## src/rtl/qde_pkg.sv

```systemverilog
package qde_pkg;
  typedef enum logic [2:0] {
    ST_IDLE,
    ST_WAIT,
    ST_SETTLE,
    ST_SAMPLE,
    ST_REPORT,
    ST_DONE
  } qde_state_e;
endpackage

```

## src/rtl/qde_settle_timer.sv

```systemverilog
module qde_settle_timer #(
  parameter int CNT_W = 24
) (
  input  logic             clk,
  input  logic             rst_n,
  input  logic             load,
  input  logic [CNT_W-1:0] load_val,
  input  logic             run,
  output logic             expired
);
  logic [CNT_W-1:0] remain;

  always_ff @(posedge clk or negedge rst_n) begin
    if (!rst_n) begin
      remain <= '0;
    end else if (load) begin
      remain <= load_val;
    end else if (run && remain != '0) begin
      remain <= remain - 1'b1;
    end
  end

  assign expired = (remain == '0);


  count_step_chk: assert property (@(posedge clk) disable iff (!rst_n)
    run && !load && !expired |=> remain == $past(remain) - 1'b1);
endmodule

```

## src/rtl/qde_delta_unit.sv

```systemverilog
module qde_delta_unit #(
  parameter int SAMPLE_W = 16
) (
  input  logic                  [SAMPLE_W-1:0] cur,
  input  logic                  [SAMPLE_W-1:0] prev,
  input  logic                  [SAMPLE_W:0]   thr,
  input  logic                                 has_ref,
  output logic signed           [SAMPLE_W:0]   delta,
  output logic                                 over
);
  localparam int D_W = SAMPLE_W + 1;

  logic [D_W-1:0] mag;

  always_comb begin
    delta = $signed({1'b0, cur}) - $signed({1'b0, prev});
    mag   = delta[D_W-1] ? $unsigned(-delta) : $unsigned(delta);
    over  = has_ref && (mag > thr);
  end
endmodule

```

## src/rtl/qde_seq.sv

```systemverilog
module qde_seq
  import qde_pkg::*;
#(
  parameter int VEC_W = 16
) (
  input  logic             clk,
  input  logic             rst_n,
  input  logic             start,
  input  logic [VEC_W-1:0] total_in,
  input  logic             vec_applied,
  input  logic             s_valid,
  input  logic             r_ready,
  input  logic             timer_expired,
  input  logic             delta_fail,
  output logic             timer_load,
  output logic             timer_run,
  output logic             capture,
  output logic             have_ref,
  output logic             s_ready,
  output logic             r_valid,
  output logic             r_fail,
  output logic             r_first,
  output logic             fail_sticky,
  output logic             overrun,
  output logic             done
);
  qde_state_e       state_q, state_d;
  logic [VEC_W-1:0] vec_cnt;
  logic [VEC_W-1:0] total_q;
  logic             busy;
  logic             last_vec;

  assign busy       = (state_q == ST_SETTLE) || (state_q == ST_SAMPLE) || (state_q == ST_REPORT);
  assign s_ready    = (state_q == ST_SAMPLE);
  assign r_valid    = (state_q == ST_REPORT);
  assign capture    = s_ready && s_valid;
  assign timer_load = (state_q == ST_WAIT) && vec_applied;
  assign timer_run  = (state_q == ST_SETTLE);
  assign last_vec   = (vec_cnt == total_q);

  always_comb begin
    state_d = state_q;
    unique case (state_q)
      ST_IDLE:   state_d = ST_IDLE;
      ST_WAIT:   if (vec_applied) state_d = ST_SETTLE;
      ST_SETTLE: if (timer_expired) state_d = ST_SAMPLE;
      ST_SAMPLE: if (s_valid) state_d = ST_REPORT;
      ST_REPORT: if (r_ready) state_d = last_vec ? ST_DONE : ST_WAIT;
      ST_DONE:   state_d = ST_DONE;
      default:   state_d = ST_IDLE;
    endcase
  end

  always_ff @(posedge clk or negedge rst_n) begin
    if (!rst_n) begin
      state_q     <= ST_IDLE;
      vec_cnt     <= '0;
      total_q     <= '0;
      have_ref    <= 1'b0;
      r_fail      <= 1'b0;
      r_first     <= 1'b0;
      fail_sticky <= 1'b0;
      overrun     <= 1'b0;
      done        <= 1'b0;
    end else if (start) begin
      state_q     <= (total_in == '0) ? ST_DONE : ST_WAIT;
      vec_cnt     <= '0;
      total_q     <= total_in;
      have_ref    <= 1'b0;
      r_fail      <= 1'b0;
      r_first     <= 1'b0;
      fail_sticky <= 1'b0;
      overrun     <= 1'b0;
      done        <= (total_in == '0);
    end else begin
      state_q <= state_d;
      if (vec_applied && busy) overrun <= 1'b1;
      if (capture) begin
        r_first  <= !have_ref;
        r_fail   <= delta_fail;
        have_ref <= 1'b1;
        vec_cnt  <= vec_cnt + 1'b1;
        if (delta_fail) fail_sticky <= 1'b1;
      end
      if (r_valid && r_ready && last_vec) done <= 1'b1;
    end
  end


  first_pass_chk: assert property (@(posedge clk) disable iff (!rst_n)
    r_valid && r_first |-> !r_fail);

  sticky_hold_chk: assert property (@(posedge clk) disable iff (!rst_n)
    fail_sticky && !start |=> fail_sticky);

  overrun_set_chk: assert property (@(posedge clk) disable iff (!rst_n)
    vec_applied && !start && (state_q == ST_SETTLE) |=> overrun);

  done_hold_chk: assert property (@(posedge clk) disable iff (!rst_n)
    done && !start |=> done && !s_ready);

  result_hold_chk: assert property (@(posedge clk) disable iff (!rst_n)
    r_valid && !r_ready && !start |=> r_valid && $stable(r_fail) && $stable(r_first));
endmodule

```

## src/rtl/qcur_delta_eval.sv

```systemverilog
module qcur_delta_eval #(
  parameter int SAMPLE_W = 16,
  parameter int CNT_W    = 24,
  parameter int VEC_W    = 16
) (
  input  logic                       clk,
  input  logic                       rst_n,
  input  logic                       start,
  input  logic [CNT_W-1:0]           settle_cycles,
  input  logic [SAMPLE_W:0]          threshold,
  input  logic [VEC_W-1:0]           vector_total,
  input  logic                       vec_applied,
  input  logic                       s_valid,
  output logic                       s_ready,
  input  logic [SAMPLE_W-1:0]        s_data,
  output logic                       r_valid,
  input  logic                       r_ready,
  output logic signed [SAMPLE_W:0]   r_delta,
  output logic                       r_fail,
  output logic                       r_first,
  output logic                       fail_sticky,
  output logic                       overrun,
  output logic                       done
);
  localparam int D_W = SAMPLE_W + 1;

  logic [CNT_W-1:0]        settle_q;
  logic [D_W-1:0]          thr_q;
  logic [SAMPLE_W-1:0]     prev_q;
  logic signed [D_W-1:0]   delta_w;
  logic                    over_w;
  logic                    timer_load, timer_run, timer_expired;
  logic                    capture, have_ref;

  always_ff @(posedge clk or negedge rst_n) begin
    if (!rst_n) begin
      settle_q <= '0;
      thr_q    <= '0;
      prev_q   <= '0;
      r_delta  <= '0;
    end else begin
      if (start) begin
        settle_q <= settle_cycles;
        thr_q    <= threshold;
      end else if (capture) begin
        prev_q  <= s_data;
        r_delta <= delta_w;
      end
    end
  end

  qde_settle_timer #(.CNT_W(CNT_W)) u_timer (
    .clk      (clk),
    .rst_n    (rst_n),
    .load     (timer_load && !start),
    .load_val (settle_q),
    .run      (timer_run),
    .expired  (timer_expired)
  );

  qde_delta_unit #(.SAMPLE_W(SAMPLE_W)) u_delta (
    .cur     (s_data),
    .prev    (prev_q),
    .thr     (thr_q),
    .has_ref (have_ref),
    .delta   (delta_w),
    .over    (over_w)
  );

  qde_seq #(.VEC_W(VEC_W)) u_seq (
    .clk           (clk),
    .rst_n         (rst_n),
    .start         (start),
    .total_in      (vector_total),
    .vec_applied   (vec_applied),
    .s_valid       (s_valid),
    .r_ready       (r_ready),
    .timer_expired (timer_expired),
    .delta_fail    (over_w),
    .timer_load    (timer_load),
    .timer_run     (timer_run),
    .capture       (capture),
    .have_ref      (have_ref),
    .s_ready       (s_ready),
    .r_valid       (r_valid),
    .r_fail        (r_fail),
    .r_first       (r_first),
    .fail_sticky   (fail_sticky),
    .overrun       (overrun),
    .done          (done)
  );


  sample_to_result_chk: assert property (@(posedge clk) disable iff (!rst_n)
    s_valid && s_ready && !start |=> r_valid && !s_ready);

  delta_hold_chk: assert property (@(posedge clk) disable iff (!rst_n)
    r_valid && !r_ready && !start |=> $stable(r_delta));

  start_clear_chk: assert property (@(posedge clk) disable iff (!rst_n)
    start |=> !fail_sticky && !overrun && !r_valid && !s_ready);
endmodule

```

## config.mk

```make
export PLATFORM = sky130hd
export DESIGN_NAME = qcur_delta_eval
export DESIGN_NICKNAME = d
export VERILOG_FILES = /design/src/rtl/qde_pkg.sv /design/src/rtl/qde_settle_timer.sv /design/src/rtl/qde_delta_unit.sv /design/src/rtl/qde_seq.sv /design/src/rtl/qcur_delta_eval.sv
export SDC_FILE = /design/constraint.sdc
export NUM_CORES = 1
export LEC_CHECK = 0
export BUFFER_PORTS_ARGS = -buffer_cell sky130_fd_sc_hd__clkbuf_2
export CAP_MARGIN = 10
export CELL_PAD_IN_SITES_DETAIL_PLACEMENT = 1
export CELL_PAD_IN_SITES_GLOBAL_PLACEMENT = 1
export CORE_MARGIN = 3
export CORE_UTILIZATION = 45
export DETAILED_ROUTE_END_ITERATION = 12
export PLACE_DENSITY_LB_ADDON = 0.1
export SYNTH_ARGS = -nofsm -noshare
export SYNTH_HDL_FRONTEND = slang
export SYNTH_SLANG_ARGS = --single-unit
```

## constraint.sdc

```tcl
create_clock -name clk -period 6.3 [get_ports clk]
set_clock_uncertainty 0.1 [all_clocks]
set_input_delay 1.26 -clock clk [delete_from_list [all_inputs] [get_ports clk]]
set_output_delay 1.26 -clock clk [all_outputs]
set_load 0.01 [all_outputs]
```

==> results.py <==
metrics = {
    "status": {
        "status": "complete, no violations",
    },
    "floorplan": {
        "ios": 103,
        "die_w_um": 136.7,
        "die_h_um": 136.7,
        "start_util_pct": 46.16,
        "fp-row-count": 47,
        "dieArea_mm2": 0.01868,
        "coreArea_mm2": 0.01664,
    },
    "cts": {
        "numClockSinks": 139,
        "htree_levels": 4,
        "cts_buffers": 17,
        "cts_setup_buffers": 0,
        "ctsHoldBuffers": 0,
        "cts_root_buffer": "clkbuf_16",
        "ctsResizeCount": 0,
        "cts.path.max_buffers": 2,
        "clkTransAtPathRegs_ns": 0.06,
        "cts_tree": "done",
        "insertion_delay_ns": 0.43,
    },
    "logic_synthesis": {
        "ys_seq_area_share_pct": 45.28,
        "synthCells": 807,
        "ys_ff_latch": 139,
        "netlist_area_mm2": 0.007682,
        "synth_edf_count": 0,
        "synthArstFlopShare_pct": 100.0,
        "avgSynthCellArea_um2": 9.520,
        "yosysUniqueCellTypes": 68,
        "ys_warn_count": 0,
        "synthFlopType": "dfrtp_1",
        "syn-num-nets": 925,
    },
    "route": {
        "drtAntennaViolNets": 0,
        "dr.pass1.iters": 4,
        "routedWlPerCell_um": 17.85,
        "drtIter0Drc": 230,
        "drc": 0,
        "vias_per_cell": 5.528,
        "wl_um": 20280,
        "vias": 6280,
    },
    "power_and_ir_drop": {
        "powerDensity_mw_per_mm2": 460.8,
        "p_comb_share_pct": 44.9,
        "swShare_pct": 40.03,
        "seqPwrFrac_pct": 30.7,
        "p_clk_share_pct": 24.4,
        "p_switching_uw": 1658,
        "max-vdd-ir-drop_v": 0.0002257,
        "p_leak_uw": 0.004188,
        "intPower_uw": 2485,
    },
    "critical_path": {
        "start_kind": "input pin",
        "crit_chain": "clkbuf_2 -> inv_1 -> ha_1 -> fa_1 -> nor2b_1 -> o21ai_1 -> and3_4 -> o2111a_1 -> a311o_1 -> nor4_4 -> a41oi_1 -> xor2_1 -> ha_1 -> nand4_1 -> nor3_1 -> nand2_1 -> nand3_1 -> nor2_1 -> a31oi_1 -> nand2_1",
        "cp-end-kind": "register",
        "critPathKind": "input pin to register",
        "slowest_stage": "fa_1",
        "cp_slowest_stage_delay_ns": 0.42,
        "cp.arrival_ns": 5.32,
        "critPathRequiredTime_ns": 6.50,
        "cp_max_fo": 5,
    },
    "sta": {
        "finalMaxSlewViolations": 0,
        "finalSetupTns_ns": 0,
        "max_slew_margin_pct": 34.38,
        "fin_crit_sh_pct": 81.27,
        "tightest_slew_ns": 0.9820,
        "hold_ws_ns": 0.3824,
        "finalHoldViolations": 0,
        "fmax_ghz": 0.1953,
        "rsz0062_at_grt": "no",
        "min_period_ns": 5.120,
        "setup_viol": 0,
    },
    "final_layout": {
        "drive_above_1_share_pct": 21.29,
        "n_fill_cell": 1984,
        "area_growth_pct": 17.04,
        "fin_util_pct": 54.03,
        "layout.nets": 1021,
        "antennaDiodeCount": 0,
    },
    "global_route": {
        "grt_pass1_vias": 6975,
        "grt-ovfl-total": 0,
        "grt_first_pass_wirelength_um": 33770,
        "grt.total_usage_pct": 22.78,
        "grt_max_degree": 97,
        "grt_antenna_before_repair": 0,
    },
    "place": {
        "port_buffers": 102,
        "dp_hpwl_um": 14880,
        "gp_congestion": 0.8452,
    },
    "worst_hold_path": {
        "hold_path.class": "register to register",
    },
    "job": {
        "cap_violations": 0,
    },
}
-- layer usage --
layer	share of wire, %	global-route usage, %	vias to the layer above
met1	42	26.62	3110
met4	1.7	8.063	0
met5	0	0	-
met3	3.5	4.449	28
met2	53	41.43	107
li1	-	-	3035
-- power by group through the flow --
stage / registers (uW) / logic, uW / clock network [uW]
after CTS: 1270 / 1880 / 1030
final: 1270 / 1860 / 1010
after global routing: 1300 / 2120 / 1080
after detailed placement: 1280 / 1850 / 0
after floorplan: 1260 / 1350 / 0
after global placement: 1270 / 1750 / 0
-- cell families after synthesis --
logic type,count (synthesis),share of synthesized area (%)
buffers and inverters,77,3.892
adders and majority gates,39,6.450
DFF,139,45.28
AOI/OAI and AO/OA,160,13.19
and+or+nand+nor,286,17.72
muxes,43,6.287
xor gates and xnor gates,63,7.182
-- metrics by stage --
step                      cells  power, uW  cell area [um2]  setup slack [ns]
after floorplan             807       2611             7682             1.399
after global placement     1104       3016             8396             1.030
after detailed placement   1104       3136             8396            0.8121
after CTS                  1136       4183             8991             1.200
after global routing       1136       4507             8991            0.8488
final                      1136       4143             8991             1.180
-- sequential cells by signal, indices dropped and copies added (netlist names), 3 cells and up --
register / flops
r_delta: 17
u_seq.vec_cnt: 16
thr_q: 17
prev_q: 16
u_seq.state_q: 3
settle_q: 24
u_timer.remain: 24
u_seq.total_q: 16
-- final timing paths --
check                           startpoint            to  slack (ns)  cells after the start
worst max-delay path             s_data[0]  u_seq.r_fail        1.18                     20
worst min-delay path            r_delta[4]    r_delta[4]        0.38                      2
worst max register to register   prev_q[0]  u_seq.r_fail        1.75                     18
worst min register to register  r_delta[4]    r_delta[4]        0.38                      2
max in group asynchronous            rst_n  u_seq.r_fail        4.11                      2
min in group asynchronous            rst_n  settle_q[13]        0.84                      1
-- area by class of cell --
class / count / area [um2] / area share (%)
timing repair buffer: 106 / 549.3 / 6.109
clock buffer: 19 / 452.9 / 5.038
multi-input combinational: 591 / 3913 / 43.52
inverter: 48 / 180.2 / 2.004
clock inverter: 13 / 142.6 / 1.586
tap: 220 / 275.3 / 3.062
sequential: 139 / 3478 / 38.69
-- synth_stat cells (6+ instances only) --
cell	count	area [um2]
o21ai_0	65	325.3
dfrtp_1	139	3478
clkbuf_1	20	75.07
nor4_1	15	93.84
nand2_1	115	431.7
nor2_1	58	217.7
a31oi_1	7	43.79
and3_1	7	43.79
a21o_1	6	45.04
a21oi_1	31	155.2
nor3_1	19	95.09
nand3_1	21	105.1
inv_1	48	180.2
xor2_1	43	376.6
mux2_2	42	473.0
xnor2_1	20	175.2
nand4_1	15	93.84
ha_1	38	475.5
nor2b_1	9	56.30
-- layout by cell type, fill, tap and decap left out, drive strengths merged, types with 22 or more instances in the layout --
master    n
dfrtp   139
clkbuf  119
nand2   115
o21ai    67
nor2     59
inv      50
xor2     43
mux2     42
ha       38
a21oi    31
nand3    22
-- critical path, delay by kind of cell --
| family | cells | cell delay [ns] |
|---|---|---|
| AOI/OAI and AO/OA | 5 | 1.21 |
| xor gates and xnor gates | 1 | 0.21 |
| adders and majority gates | 3 | 0.95 |
| buffers and inverters | 2 | 0.12 |
| and+or+nand+nor | 9 | 1.57 |
No activity file was read; power rests on OpenSTA's default activity.
